$ cat src/rtl/serdac_pkg.sv
`timescale 1ns/1ps
package serdac_pkg;
  localparam int FRAME_W  = 16;
  localparam int CODE_W   = 10;
  localparam int PD_W     = 2;
  localparam int CODE_LSB = 2;
  localparam int PD_LSB   = 12;
  localparam int SYNC_STG = 2;

  typedef enum logic [PD_W-1:0] {
    PD_NORMAL   = 2'b00,
    PD_GND_1K   = 2'b01,
    PD_GND_100K = 2'b10,
    PD_HIZ      = 2'b11
  } pd_sel_e;
endpackage

$ cat src/rtl/sdi_sync.sv
`timescale 1ns/1ps
module sdi_sync #(
  parameter int               WIDTH   = 3,
  parameter int               STAGES  = 2,
  parameter logic [WIDTH-1:0] RST_VAL = '0
) (
  input  logic             clk_i,
  input  logic             rst_ni,
  input  logic [WIDTH-1:0] d_i,
  output logic [WIDTH-1:0] q_o
);
  logic [WIDTH-1:0] stg_q [STAGES];

  for (genvar s = 0; s < STAGES; s++) begin : g_stage
    logic [WIDTH-1:0] stg_in;
    if (s == 0) begin : g_first
      assign stg_in = d_i;
    end else begin : g_next
      assign stg_in = stg_q[s-1];
    end
    always_ff @(posedge clk_i or negedge rst_ni) begin
      if (!rst_ni) begin
        stg_q[s] <= RST_VAL;
      end else begin
        stg_q[s] <= stg_in;
      end
    end
  end

  assign q_o = stg_q[STAGES-1];
endmodule

$ cat src/rtl/sdi_edge.sv
`timescale 1ns/1ps
module sdi_edge (
  input  logic clk_i,
  input  logic rst_ni,
  input  logic sclk_s_i,
  input  logic sync_s_i,
  output logic sclk_fall_o,
  output logic sync_fall_o,
  output logic sync_rise_o
);
  logic sclk_prev_q, sync_prev_q;

  always_ff @(posedge clk_i or negedge rst_ni) begin
    if (!rst_ni) begin
      sclk_prev_q <= 1'b1;
      sync_prev_q <= 1'b1;
    end else begin
      sclk_prev_q <= sclk_s_i;
      sync_prev_q <= sync_s_i;
    end
  end

  always_comb begin
    sclk_fall_o = sclk_prev_q  & ~sclk_s_i;
    sync_fall_o = sync_prev_q  & ~sync_s_i;
    sync_rise_o = ~sync_prev_q &  sync_s_i;
  end

  // a falling edge needs the level to rise again before the next one
  AST_SCLK_FALL_SPACED: assert property (@(posedge clk_i) disable iff (!rst_ni)
    sclk_fall_o |=> !sclk_fall_o);
endmodule

$ cat src/rtl/sdi_frame.sv
`timescale 1ns/1ps
module sdi_frame #(
  parameter int FRAME_W = 16
) (
  input  logic               clk_i,
  input  logic               rst_ni,
  input  logic               sync_s_i,
  input  logic               din_s_i,
  input  logic               sclk_fall_i,
  input  logic               sync_fall_i,
  input  logic               sync_rise_i,
  output logic               done_o,
  output logic [FRAME_W-1:0] word_o
);
  localparam int CNT_W = $clog2(FRAME_W);
  localparam logic [CNT_W-1:0] LAST_BIT = CNT_W'(FRAME_W - 1);

  logic               active_q, active_n;
  logic [CNT_W-1:0]   cnt_q, cnt_n;
  logic [FRAME_W-1:0] shreg_q, shreg_n;
  logic               done_q, done_n;
  logic               shift_en;

  assign shift_en = active_q & ~sync_s_i & sclk_fall_i & ~sync_fall_i;

  always_comb begin
    active_n = active_q;
    cnt_n    = cnt_q;
    shreg_n  = shreg_q;
    done_n   = 1'b0;
    if (sync_fall_i) begin
      active_n = 1'b1;
      cnt_n    = '0;
    end else if (sync_s_i) begin
      active_n = 1'b0;
    end else if (shift_en) begin
      shreg_n = {shreg_q[FRAME_W-2:0], din_s_i};
      if (cnt_q == LAST_BIT) begin
        active_n = 1'b0;
        done_n   = 1'b1;
      end else begin
        cnt_n = cnt_q + CNT_W'(1);
      end
    end
  end

  always_ff @(posedge clk_i or negedge rst_ni) begin
    if (!rst_ni) begin
      active_q <= 1'b0;
      cnt_q    <= '0;
      shreg_q  <= '0;
      done_q   <= 1'b0;
    end else begin
      active_q <= active_n;
      cnt_q    <= cnt_n;
      shreg_q  <= shreg_n;
      done_q   <= done_n;
    end
  end

  assign done_o = done_q;
  assign word_o = shreg_q;

  AST_ARM_ON_SYNC_FALL: assert property (@(posedge clk_i) disable iff (!rst_ni)
    sync_fall_i |=> (active_q && cnt_q == '0));
  AST_DONE_FROM_ACTIVE: assert property (@(posedge clk_i) disable iff (!rst_ni)
    done_q |-> $past(active_q));
  AST_DISARM_AFTER_DONE: assert property (@(posedge clk_i) disable iff (!rst_ni)
    done_q |-> !active_q);
  AST_RISE_DROPS_FRAME: assert property (@(posedge clk_i) disable iff (!rst_ni)
    sync_rise_i |=> (!active_q && !done_q));
endmodule

$ cat src/rtl/sdi_regs.sv
`timescale 1ns/1ps
module sdi_regs #(
  parameter int FRAME_W  = 16,
  parameter int CODE_W   = 10,
  parameter int PD_W     = 2,
  parameter int CODE_LSB = 2,
  parameter int PD_LSB   = 12
) (
  input  logic               clk_i,
  input  logic               rst_ni,
  input  logic               done_i,
  input  logic [FRAME_W-1:0] word_i,
  output logic [CODE_W-1:0]  code_o,
  output logic [(1<<PD_W)-1:0] state_o,
  output logic               upd_o
);
  localparam int STATE_N = 1 << PD_W;

  logic [CODE_W-1:0]  code_q, code_n;
  logic [STATE_N-1:0] state_q, state_n, state_dec;
  logic [PD_W-1:0]    pd_field;
  logic               upd_q;
  logic               load_en;
  logic               pad_unused;

  assign load_en    = done_i;
  assign pd_field   = word_i[PD_LSB +: PD_W];
  assign pad_unused = ^{word_i[FRAME_W-1:PD_LSB+PD_W], word_i[CODE_LSB-1:0]};

  for (genvar m = 0; m < STATE_N; m++) begin : g_dec
    assign state_dec[m] = (pd_field == PD_W'(m));
  end

  always_comb begin
    code_n  = code_q;
    state_n = state_q;
    if (load_en) begin
      code_n  = word_i[CODE_LSB +: CODE_W];
      state_n = state_dec;
    end
  end

  always_ff @(posedge clk_i or negedge rst_ni) begin
    if (!rst_ni) begin
      code_q  <= '0;
      state_q <= STATE_N'(1);
      upd_q   <= 1'b0;
    end else begin
      code_q  <= code_n;
      state_q <= state_n;
      upd_q   <= load_en;
    end
  end

  assign code_o  = code_q;
  assign state_o = state_q;
  assign upd_o   = upd_q;

  AST_STATE_ONEHOT: assert property (@(posedge clk_i) disable iff (!rst_ni)
    $countones(state_q) == 1);
  AST_STROBE_SINGLE: assert property (@(posedge clk_i) disable iff (!rst_ni)
    upd_q |=> !upd_q);
  AST_CODE_HOLDS_NO_STROBE: assert property (@(posedge clk_i) disable iff (!rst_ni)
    !upd_q |-> $stable(code_q));
  AST_STATE_HOLDS_NO_STROBE: assert property (@(posedge clk_i) disable iff (!rst_ni)
    !upd_q |-> $stable(state_q));
endmodule

$ cat src/rtl/serdac_in_port.sv
`timescale 1ns/1ps
module serdac_in_port
  import serdac_pkg::*;
#(
  parameter int P_FRAME_W  = FRAME_W,
  parameter int P_CODE_W   = CODE_W,
  parameter int P_PD_W     = PD_W,
  parameter int P_CODE_LSB = CODE_LSB,
  parameter int P_PD_LSB   = PD_LSB,
  parameter int P_SYNC_STG = SYNC_STG
) (
  input  logic                     clk_i,
  input  logic                     rst_ni,
  input  logic                     sync_ni,
  input  logic                     sclk_i,
  input  logic                     din_i,
  output logic [P_CODE_W-1:0]      dac_code_o,
  output logic [(1<<P_PD_W)-1:0]   pd_state_o,
  output logic                     upd_o
);
  localparam int PIN_W = 3;
  localparam int B_DIN = 0, B_SCLK = 1, B_SYNC = 2;

  logic                 rst_sync_n;
  logic [PIN_W-1:0]     pins_raw, pins_s;
  logic                 sclk_fall, sync_fall, sync_rise;
  logic                 frame_done;
  logic [P_FRAME_W-1:0] frame_word;

  sdi_sync #(.WIDTH(1), .STAGES(2), .RST_VAL(1'b0)) u_rst_sync (
    .clk_i  (clk_i),
    .rst_ni (rst_ni),
    .d_i    (1'b1),
    .q_o    (rst_sync_n)
  );

  always_comb begin
    pins_raw         = '0;
    pins_raw[B_DIN]  = din_i;
    pins_raw[B_SCLK] = sclk_i;
    pins_raw[B_SYNC] = sync_ni;
  end

  sdi_sync #(.WIDTH(PIN_W), .STAGES(P_SYNC_STG), .RST_VAL(3'b110)) u_pin_sync (
    .clk_i  (clk_i),
    .rst_ni (rst_sync_n),
    .d_i    (pins_raw),
    .q_o    (pins_s)
  );

  sdi_edge u_edge (
    .clk_i       (clk_i),
    .rst_ni      (rst_sync_n),
    .sclk_s_i    (pins_s[B_SCLK]),
    .sync_s_i    (pins_s[B_SYNC]),
    .sclk_fall_o (sclk_fall),
    .sync_fall_o (sync_fall),
    .sync_rise_o (sync_rise)
  );

  sdi_frame #(.FRAME_W(P_FRAME_W)) u_frame (
    .clk_i       (clk_i),
    .rst_ni      (rst_sync_n),
    .sync_s_i    (pins_s[B_SYNC]),
    .din_s_i     (pins_s[B_DIN]),
    .sclk_fall_i (sclk_fall),
    .sync_fall_i (sync_fall),
    .sync_rise_i (sync_rise),
    .done_o      (frame_done),
    .word_o      (frame_word)
  );

  sdi_regs #(
    .FRAME_W  (P_FRAME_W),
    .CODE_W   (P_CODE_W),
    .PD_W     (P_PD_W),
    .CODE_LSB (P_CODE_LSB),
    .PD_LSB   (P_PD_LSB)
  ) u_regs (
    .clk_i   (clk_i),
    .rst_ni  (rst_sync_n),
    .done_i  (frame_done),
    .word_i  (frame_word),
    .code_o  (dac_code_o),
    .state_o (pd_state_o),
    .upd_o   (upd_o)
  );

  AST_STROBE_FOLLOWS_DONE: assert property (@(posedge clk_i) disable iff (!rst_sync_n)
    frame_done |=> upd_o);
endmodule

$ cat config.mk
export PLATFORM = sky130hd
export DESIGN_NAME = serdac_in_port
export DESIGN_NICKNAME = d
export VERILOG_FILES = /design/src/rtl/serdac_pkg.sv /design/src/rtl/sdi_sync.sv /design/src/rtl/sdi_edge.sv /design/src/rtl/sdi_frame.sv /design/src/rtl/sdi_regs.sv /design/src/rtl/serdac_in_port.sv
export SDC_FILE = /design/constraint.sdc
export NUM_CORES = 1
export LEC_CHECK = 0
export BUFFER_PORTS_ARGS = -buffer_cell sky130_fd_sc_hd__buf_2
export CORE_MARGIN = 2
export CORE_UTILIZATION = 60
export DETAILED_ROUTE_END_ITERATION = 6
export PLACE_DENSITY = 0.82
export SYNTH_ARGS = -nofsm -noshare
export SYNTH_HDL_FRONTEND = slang
export SYNTH_SLANG_ARGS = --single-unit
$ cat constraint.sdc
create_clock -name clk_i -period 2.6 [get_ports clk_i]
set_input_delay 0.26 -clock clk_i [delete_from_list [all_inputs] [get_ports clk_i]]
set_output_delay 0.26 -clock clk_i [all_outputs]
set_load 0.05 [all_outputs]
==> results by group, run 1 <==
Critical path
  • CP arrival: 2.03 ns
  • Worst r2r src: u_edge.sclk_prev_q$_DFF_PN1_
  • CP Data Required Time: 2.85 ns
  • CP max FO: 14
  • CP endpoint kind: flop
  • Type of origin of the critical path: flop
  • Worst r2r path cells: 3
  • Critical path class: reg -> reg
  • Slowest cell on crit path: dfstp_2
  • Critical path buffers and inverters: 0
  • Worst-path cell chain: nand4bb_1 -> nor2_8 -> mux2_2
  • CP peak stage delay: 0.56 ns
  • Critical Path Start: u_edge.sclk_prev_q$_DFF_PN1_
  • CP delay by family, top: simple AND/OR/NAND/NOR gates
  • R2R setup slack: 0.82 ns
  • R2R Path End: u_frame.word_o[3]$_DFFE_PN0P_

Yosys
  • Synth warn: 0
  • Top-area cell type share of the netlist area: 56.7%
  • Async S/R FF share, synth: 100%
  • Sequential-to-total area share from yosys stat: 67.7%
  • Synth area leaders: dfrtp_1 57%, mux2_2 16%, dfstp_2 11%
  • Most common cell in the netlist: dfrtp_1
  • Synth cell count leaders: 38 x dfrtp_1, 24 x mux2_2, 7 x dfstp_2
  • Syn nets: 117
  • Gate Count Post-Synth: 111
  • Synth area leader: dfrtp_1
  • Number of flops mapped to enable cells by yosys: 0
  • Post-Syn Area: 1680 um2
  • Syn Area/Cell: 15.1 um2
  • Distinct cells, synth: 23
  • Ys flop type: dfrtp_1
  • Seq cells post-synth: 45

Route
  • Antenna viol nets, final: 0
  • Vias per std cell: 5.59
  • Residual DRC count: 0
  • First-pass iteration count of the detailed router: 4
  • Wirelength per Cell: 13.6 um
  • Final wirelength: 2310 um
  • Vias: 951
  • Number of DRC markers in iteration 0: 29

STA
  • Final worst setup slack: 0.822 ns
  • Final Hold Vio Count: 0
  • Setup TNS: 0 ns
  • RSZ-0062 raised after global routing: no
  • Slew HR: 60.2%
  • Max frequency: 0.563 GHz
  • Max Slew Vio Count: 0
  • Endpoints failing setup: 0
  • Worst-Margin Slew: 0.596 ns
  • Final worst-path cycle share: 68.4%
  • Skew final: 0.00827 ns
  • Shortest period the worst path allows: 1.78 ns

Global route
  • GRT overflow: 0
  • Gr usage total: 17.5%
  • Largest net degree at the start of global routing: 32
  • GRT met2 Usage: 25.4%
  • GRT met1 Usage: 20.9%
  • M3 GR Usage: 8.29%
  • First-pass GRT wire length: 4020 um
  • Initial antenna violation count: 0
  • Vias in the first global route: 912
  • Gr busiest metal: met2

Clock network
  • Num Clock Sinks: 45
  • CTS tree: done
  • H-Tree Depth: 2
  • Clock transition at the registers of the reported paths: 0.12 ns
  • # resized after CTS: 0
  • Clock Tree Buf Depth: 2
  • Root buffer cell: clkbuf_4
  • Setup Fix Bufs, Post-CTS: 0
  • Hold buffer count at CTS: 4
  • Clk_lat worst skew: 0.36 ns
  • Total CTS buffers: 5

Place
  • Dpl ws: 0.828 ns
  • Hpwl dp: 1570 um
  • Placer congestion estimate: 0.771
  • Placed cell areas: 1790 um2
  • IO Port Bufs: 19

Finish
  • Design area: 1890 um2
  • Fill count: 195
  • # nets final: 144
  • Ratio of cells with drive above 1 in the final layout: 44.6%
  • Area growth, synth to finish: 12.8%
  • Antenna diodes: 0
  • Util after Layout: 69.8%

Floorplan
  • Total die area: 3230 um2
  • Die height: 56.9 um
  • Starting Density: 61.9%
  • I/O pins: 20
  • Core area: 2710 um2
  • Cell Rows: 19
  • Die width: 56.9 um

Power
  • Total power: 1.12 mW
  • Lkg Pwr: 0.956 nW
  • Worst vdd ir: 0.000484 V
  • Pwr Density: 592 nW/um2

Run
  • Max cap viols: 0

Min path
  • Worst Hold Class: in -> async

Run status
  • Outcome: complete, no violations
[area by class of cell]
class,instances,area [um2],share of cell area (%)
inverters,4,15.0,0.794
well taps,31,38.8,2.05
clock buffers,6,51.3,2.71
multi-input cells,58,494,26.1
flip-flops and latches,45,1130,60.0
clock inverters,2,13.8,0.728
repair buffers,24,143,7.54
[registers in the layout, summed over array words and instances, names as in the netlist]
register and flops:
u_edge.sclk_prev_q 1, u_edge.sync_prev_q 1, u_frame.active_q 1, u_frame.cnt_q 4, u_frame.done_o 1, u_frame.word_o 14
u_pin_sync.g_stage.stg_in 3, u_pin_sync.q_o 3, u_regs.code_o 10, u_regs.state_o 4, u_regs.upd_o 1, u_rst_sync.g_stage.stg_in 1
u_rst_sync.q_o 1
[report_power, final]
group	switching, mW	internal (mW)
logic	0.0176	0.0174
registers	0.0149	0.722
clock network	0.216	0.132
total	0.249	0.871
[cell usage in the layout, fill, tap and decap left out]
cell           Yosys  final
a21oi_1            5      5
and3_1             1      1
and4bb_2           1      1
buf_2              2     19
buf_4              0      1
clkbuf_4           0      5
clkbuf_8           0      1
clkinv_2           0      1
clkinv_4           0      1
conb_1             1      1
dfrtp_1           38     38
dfstp_2            7      7
dlygate4sd3_1      0      4
ha_1               1      1
inv_1              4      4
mux2_2            24     24
mux2_4             1      1
nand2_1            1      1
nand2b_1           1      1
nand3_1            4      4
nand3b_1           2      2
nand4bb_1          1      1
nor2_1             2      2
nor2_8             1      1
nor3_1             3      3
o21ai_0            6      6
o31ai_1            1      1
or3_1              2      2
[worst max-delay path by stage]
stage / endpoint / slack [ns] / cells after the start
floorplan: u_frame.word_o[0]$_DFFE_PN0P_ / 1.14 / 5
global placement: u_frame.word_o[3]$_DFFE_PN0P_ / 0.90 / 3
detailed placement: u_frame.word_o[7]$_DFFE_PN0P_ / 0.83 / 3
CTS: u_frame.word_o[0]$_DFFE_PN0P_ / 0.82 / 3
global route: u_frame.word_o[3]$_DFFE_PN0P_ / 0.67 / 3
finish: u_frame.word_o[3]$_DFFE_PN0P_ / 0.82 / 3
[logic make-up after synthesis]
group                    count (synthesis)  synth area share (%)
multiplexers                            25                  17.0
AO/OA/AOI/OAI                           12                  3.73
flip-flops                              45                  67.7
buffers and inverters                    8                  2.84
adder cells (fa/ha/maj)                  1                 0.746
other                                    1                 0.224
AND/OR/NAND/NOR                         19                  7.76
[metrics by stage]
step / instances / hold slack (ns)
finish: 170 / 0.188
floorplan: 111 / -0.0356
detailed placement: 158 / 0.0466
CTS: 170 / 0.162
global placement: 158 / 0.0448
global route: 170 / 0.183
[metal layers]
| layer | part of all wire (%) | up-vias |
|---|---|---|
| li1 | - | 437 |
| met1 | 42 | 480 |
| met2 | 50 | 27 |
| met3 | 6.1 | 7 |
| met4 | 2.5 | 0 |
| met5 | 0 | - |
(Power assumes the default switching activity.)
==> inputs of run 2 (changes only) <==
--- a/config.mk
+++ b/config.mk
@@ -7,9 +7,9 @@
 export LEC_CHECK = 0
 export BUFFER_PORTS_ARGS = -buffer_cell sky130_fd_sc_hd__buf_2
 export CORE_MARGIN = 2
-export CORE_UTILIZATION = 60
+export CORE_UTILIZATION = 56
 export DETAILED_ROUTE_END_ITERATION = 6
-export PLACE_DENSITY = 0.82
+export PLACE_DENSITY = 0.77
 export SYNTH_ARGS = -nofsm -noshare
 export SYNTH_HDL_FRONTEND = slang
 export SYNTH_SLANG_ARGS = --single-unit
==> constraint.sdc (replaced) <==
create_clock -name clk_i -period 1.8 [get_ports clk_i]
set_input_delay 0.18 -clock clk_i [delete_from_list [all_inputs] [get_ports clk_i]]
set_output_delay 0.18 -clock clk_i [all_outputs]
set_load 0.05 [all_outputs]
==> results by group, run 2 (synthesis gave the netlist of run 1 again) <==
Finish
  • Storage element area: 1140 um2
  • # nets final: 146
  • Leading cell type in the layout, fill and taps excluded: dfrtp_1
  • Layout Cells excl Fill: 172
  • Design area: 1920 um2
  • Multi-input gate area: 494 um2
  • Most frequent cells in the layout: 37 x dfrtp_1, 24 x mux2_2, 19 x buf_2
  • Fill count: 215
  • Max reg flops: 14
  • Area growth, synth to finish: 14.3%
  • Ratio of cells with drive above 1 in the final layout: 46.1%
  • Util after Layout: 68.3%
  • Antenna diodes: 0

STA
  • Max frequency: 0.614 GHz
  • Shortest period the worst path allows: 1.63 ns
  • RSZ-0062 raised after global routing: no
  • Skew final: 0.00815 ns
  • Final worst-path cycle share: 90.4%
  • Slew HR: 66.4%
  • Final Hold Vio Count: 0
  • Worst-Margin Slew: 0.505 ns
  • Max Slew Vio Count: 0
  • Hold WS: 0.147 ns
  • Endpoints failing setup: 0
  • Final worst setup slack: 0.173 ns
  • Setup TNS: 0 ns

Clock network
  • Setup Fix Bufs, Post-CTS: 0
  • CTS tree: done
  • # resized after CTS: 0
  • Clock transition at the registers of the reported paths: 0.12 ns
  • Num Clock Sinks: 45
  • Hold buffer count at CTS: 4
  • H-Tree Depth: 2
  • Clock Tree Buf Depth: 2
  • Root buffer cell: clkbuf_4
  • Total CTS buffers: 5
  • Clk_lat worst skew: 0.35 ns

Route
  • Vias: 943
  • Wirelength per Cell: 13.9 um
  • Antenna viol nets, final: 0
  • Met1 WL: 1050 um
  • Met3 WL post-DR: 100 um
  • Final wirelength: 2400 um
  • Max Used Layer: met4
  • Residual DRC count: 1
  • Number of DRC markers in iteration 0: 19
  • WL met2: 1210 um
  • Vias per std cell: 5.48
  • First-pass iteration count of the detailed router: 6

Floorplan
  • Die width: 58.7 um
  • Core area: 2810 um2
  • I/O pins: 20
  • Starting Density: 59.8%
  • Cell Rows: 19
  • Total die area: 3450 um2
  • Die height: 58.7 um

Power
  • Combinational power share: 3.4%
  • Lkg Pwr: 0.969 nW
  • Switching pwr: 0.348 mW
  • Total power: 1.65 mW
  • Internal power: 1.30 mW
  • Pwr Density: 861 nW/um2
  • Clk pwr share: 32.4%
  • Net Sw Frac: 21.1%
  • Seq pwr share: 64.2%
  • Worst vdd ir: 0.000709 V

Critical path
  • Type of origin of the critical path: flop
  • CP arrival: 1.90 ns
  • Critical path class: reg -> reg
  • CP Data Required Time: 2.08 ns
  • CP endpoint kind: flop
  • CP max FO: 7

Place
  • IO Port Bufs: 19
  • Placed cells: 160
  • Placer congestion estimate: 0.704
  • Dpl ws: 0.183 ns
  • Hpwl dp: 1650 um
  • Placed cell areas: 1800 um2

Run status
  • Failing checks: design-rule violations
  • Outcome: finished with violations

Global route
  • First-pass GRT wire length: 4220 um
  • Gr usage total: 16.7%
  • Vias in the first global route: 982
  • Initial antenna violation count: 0
  • Largest net degree at the start of global routing: 44
  • GRT overflow: 0

Min path
  • Worst Hold Class: in -> async

Run
  • Max cap viols: 0
## run 2: cell count changes in the layout (fill, tap and decap cells not counted)
cell | before | now
clkinv_2 | 1 | 0
dfrtp_2 | 0 | 1
clkbuf_8 | 1 | 2
buf_4 | 1 | 3
dfrtp_1 | 38 | 37
inv_6 | 0 | 1
clkinv_4 | 1 | 0
## run 2: worst paths after layout
| path | from | end | slack (ns) | depth (start not counted) |
|---|---|---|---|---|
| setup / recovery | u_edge.sclk_prev_q$_DFF_PN1_ | u_frame.cnt_q[3]$_DFFE_PN0P_ | 0.17 | 4 |
| hold / removal | rst_ni | u_rst_sync.q_o$_DFF_PN0_ | 0.15 | 2 |
| setup reg to reg | u_edge.sclk_prev_q$_DFF_PN1_ | u_frame.cnt_q[3]$_DFFE_PN0P_ | 0.17 | 4 |
| hold reg to reg | u_rst_sync.q_o$_DFF_PN0_ | u_frame.word_o[5]$_DFFE_PN0P_ | 0.33 | 1 |
| max in group asynchronous | u_rst_sync.q_o$_DFF_PN0_ | u_pin_sync.q_o[2]$_DFF_PN1_ | 1.10 | 1 |
| min in group clk_i | u_pin_sync.g_stage[1].stg_in[1]$_DFF_PN1_ | u_pin_sync.q_o[1]$_DFF_PN1_ | 0.36 | 0 |
## run 2: area by class of cell
class	count	share of cell area, %
tap	31	2.02
sequential	45	59.3
clock inverter	1	0.457
inverter	4	0.784
multi-input combinational	58	25.8
timing repair buffer	26	8.23
clock buffer	7	3.40
## run 2: layer usage
| metal | GRT usage, % | vias up |
|---|---|---|
| li1 | - | 447 |
| met1 | 20.9 | 473 |
| met4 | 8.77 | 0 |
| met3 | 4.62 | 5 |
| met5 | 0 | - |
| met2 | 26.6 | 18 |
## run 2: critical path: stages (launching register included)
cell and delay [ns]:
dfstp_2 0.56, nand4bb_1 0.27, buf_4 0.26, or3_1 0.34
a21oi_1 0.14
## run 2: power groups by stage
stage               Clock (mW)  Sequential [mW]  Combinational [mW]
finish                   0.535             1.06              0.0561
global route             0.589             1.06              0.0636
CTS                      0.555             1.06              0.0581
detailed placement           0             1.08              0.0513
global placement             0             1.08              0.0487
floorplan                    0             1.09              0.0243
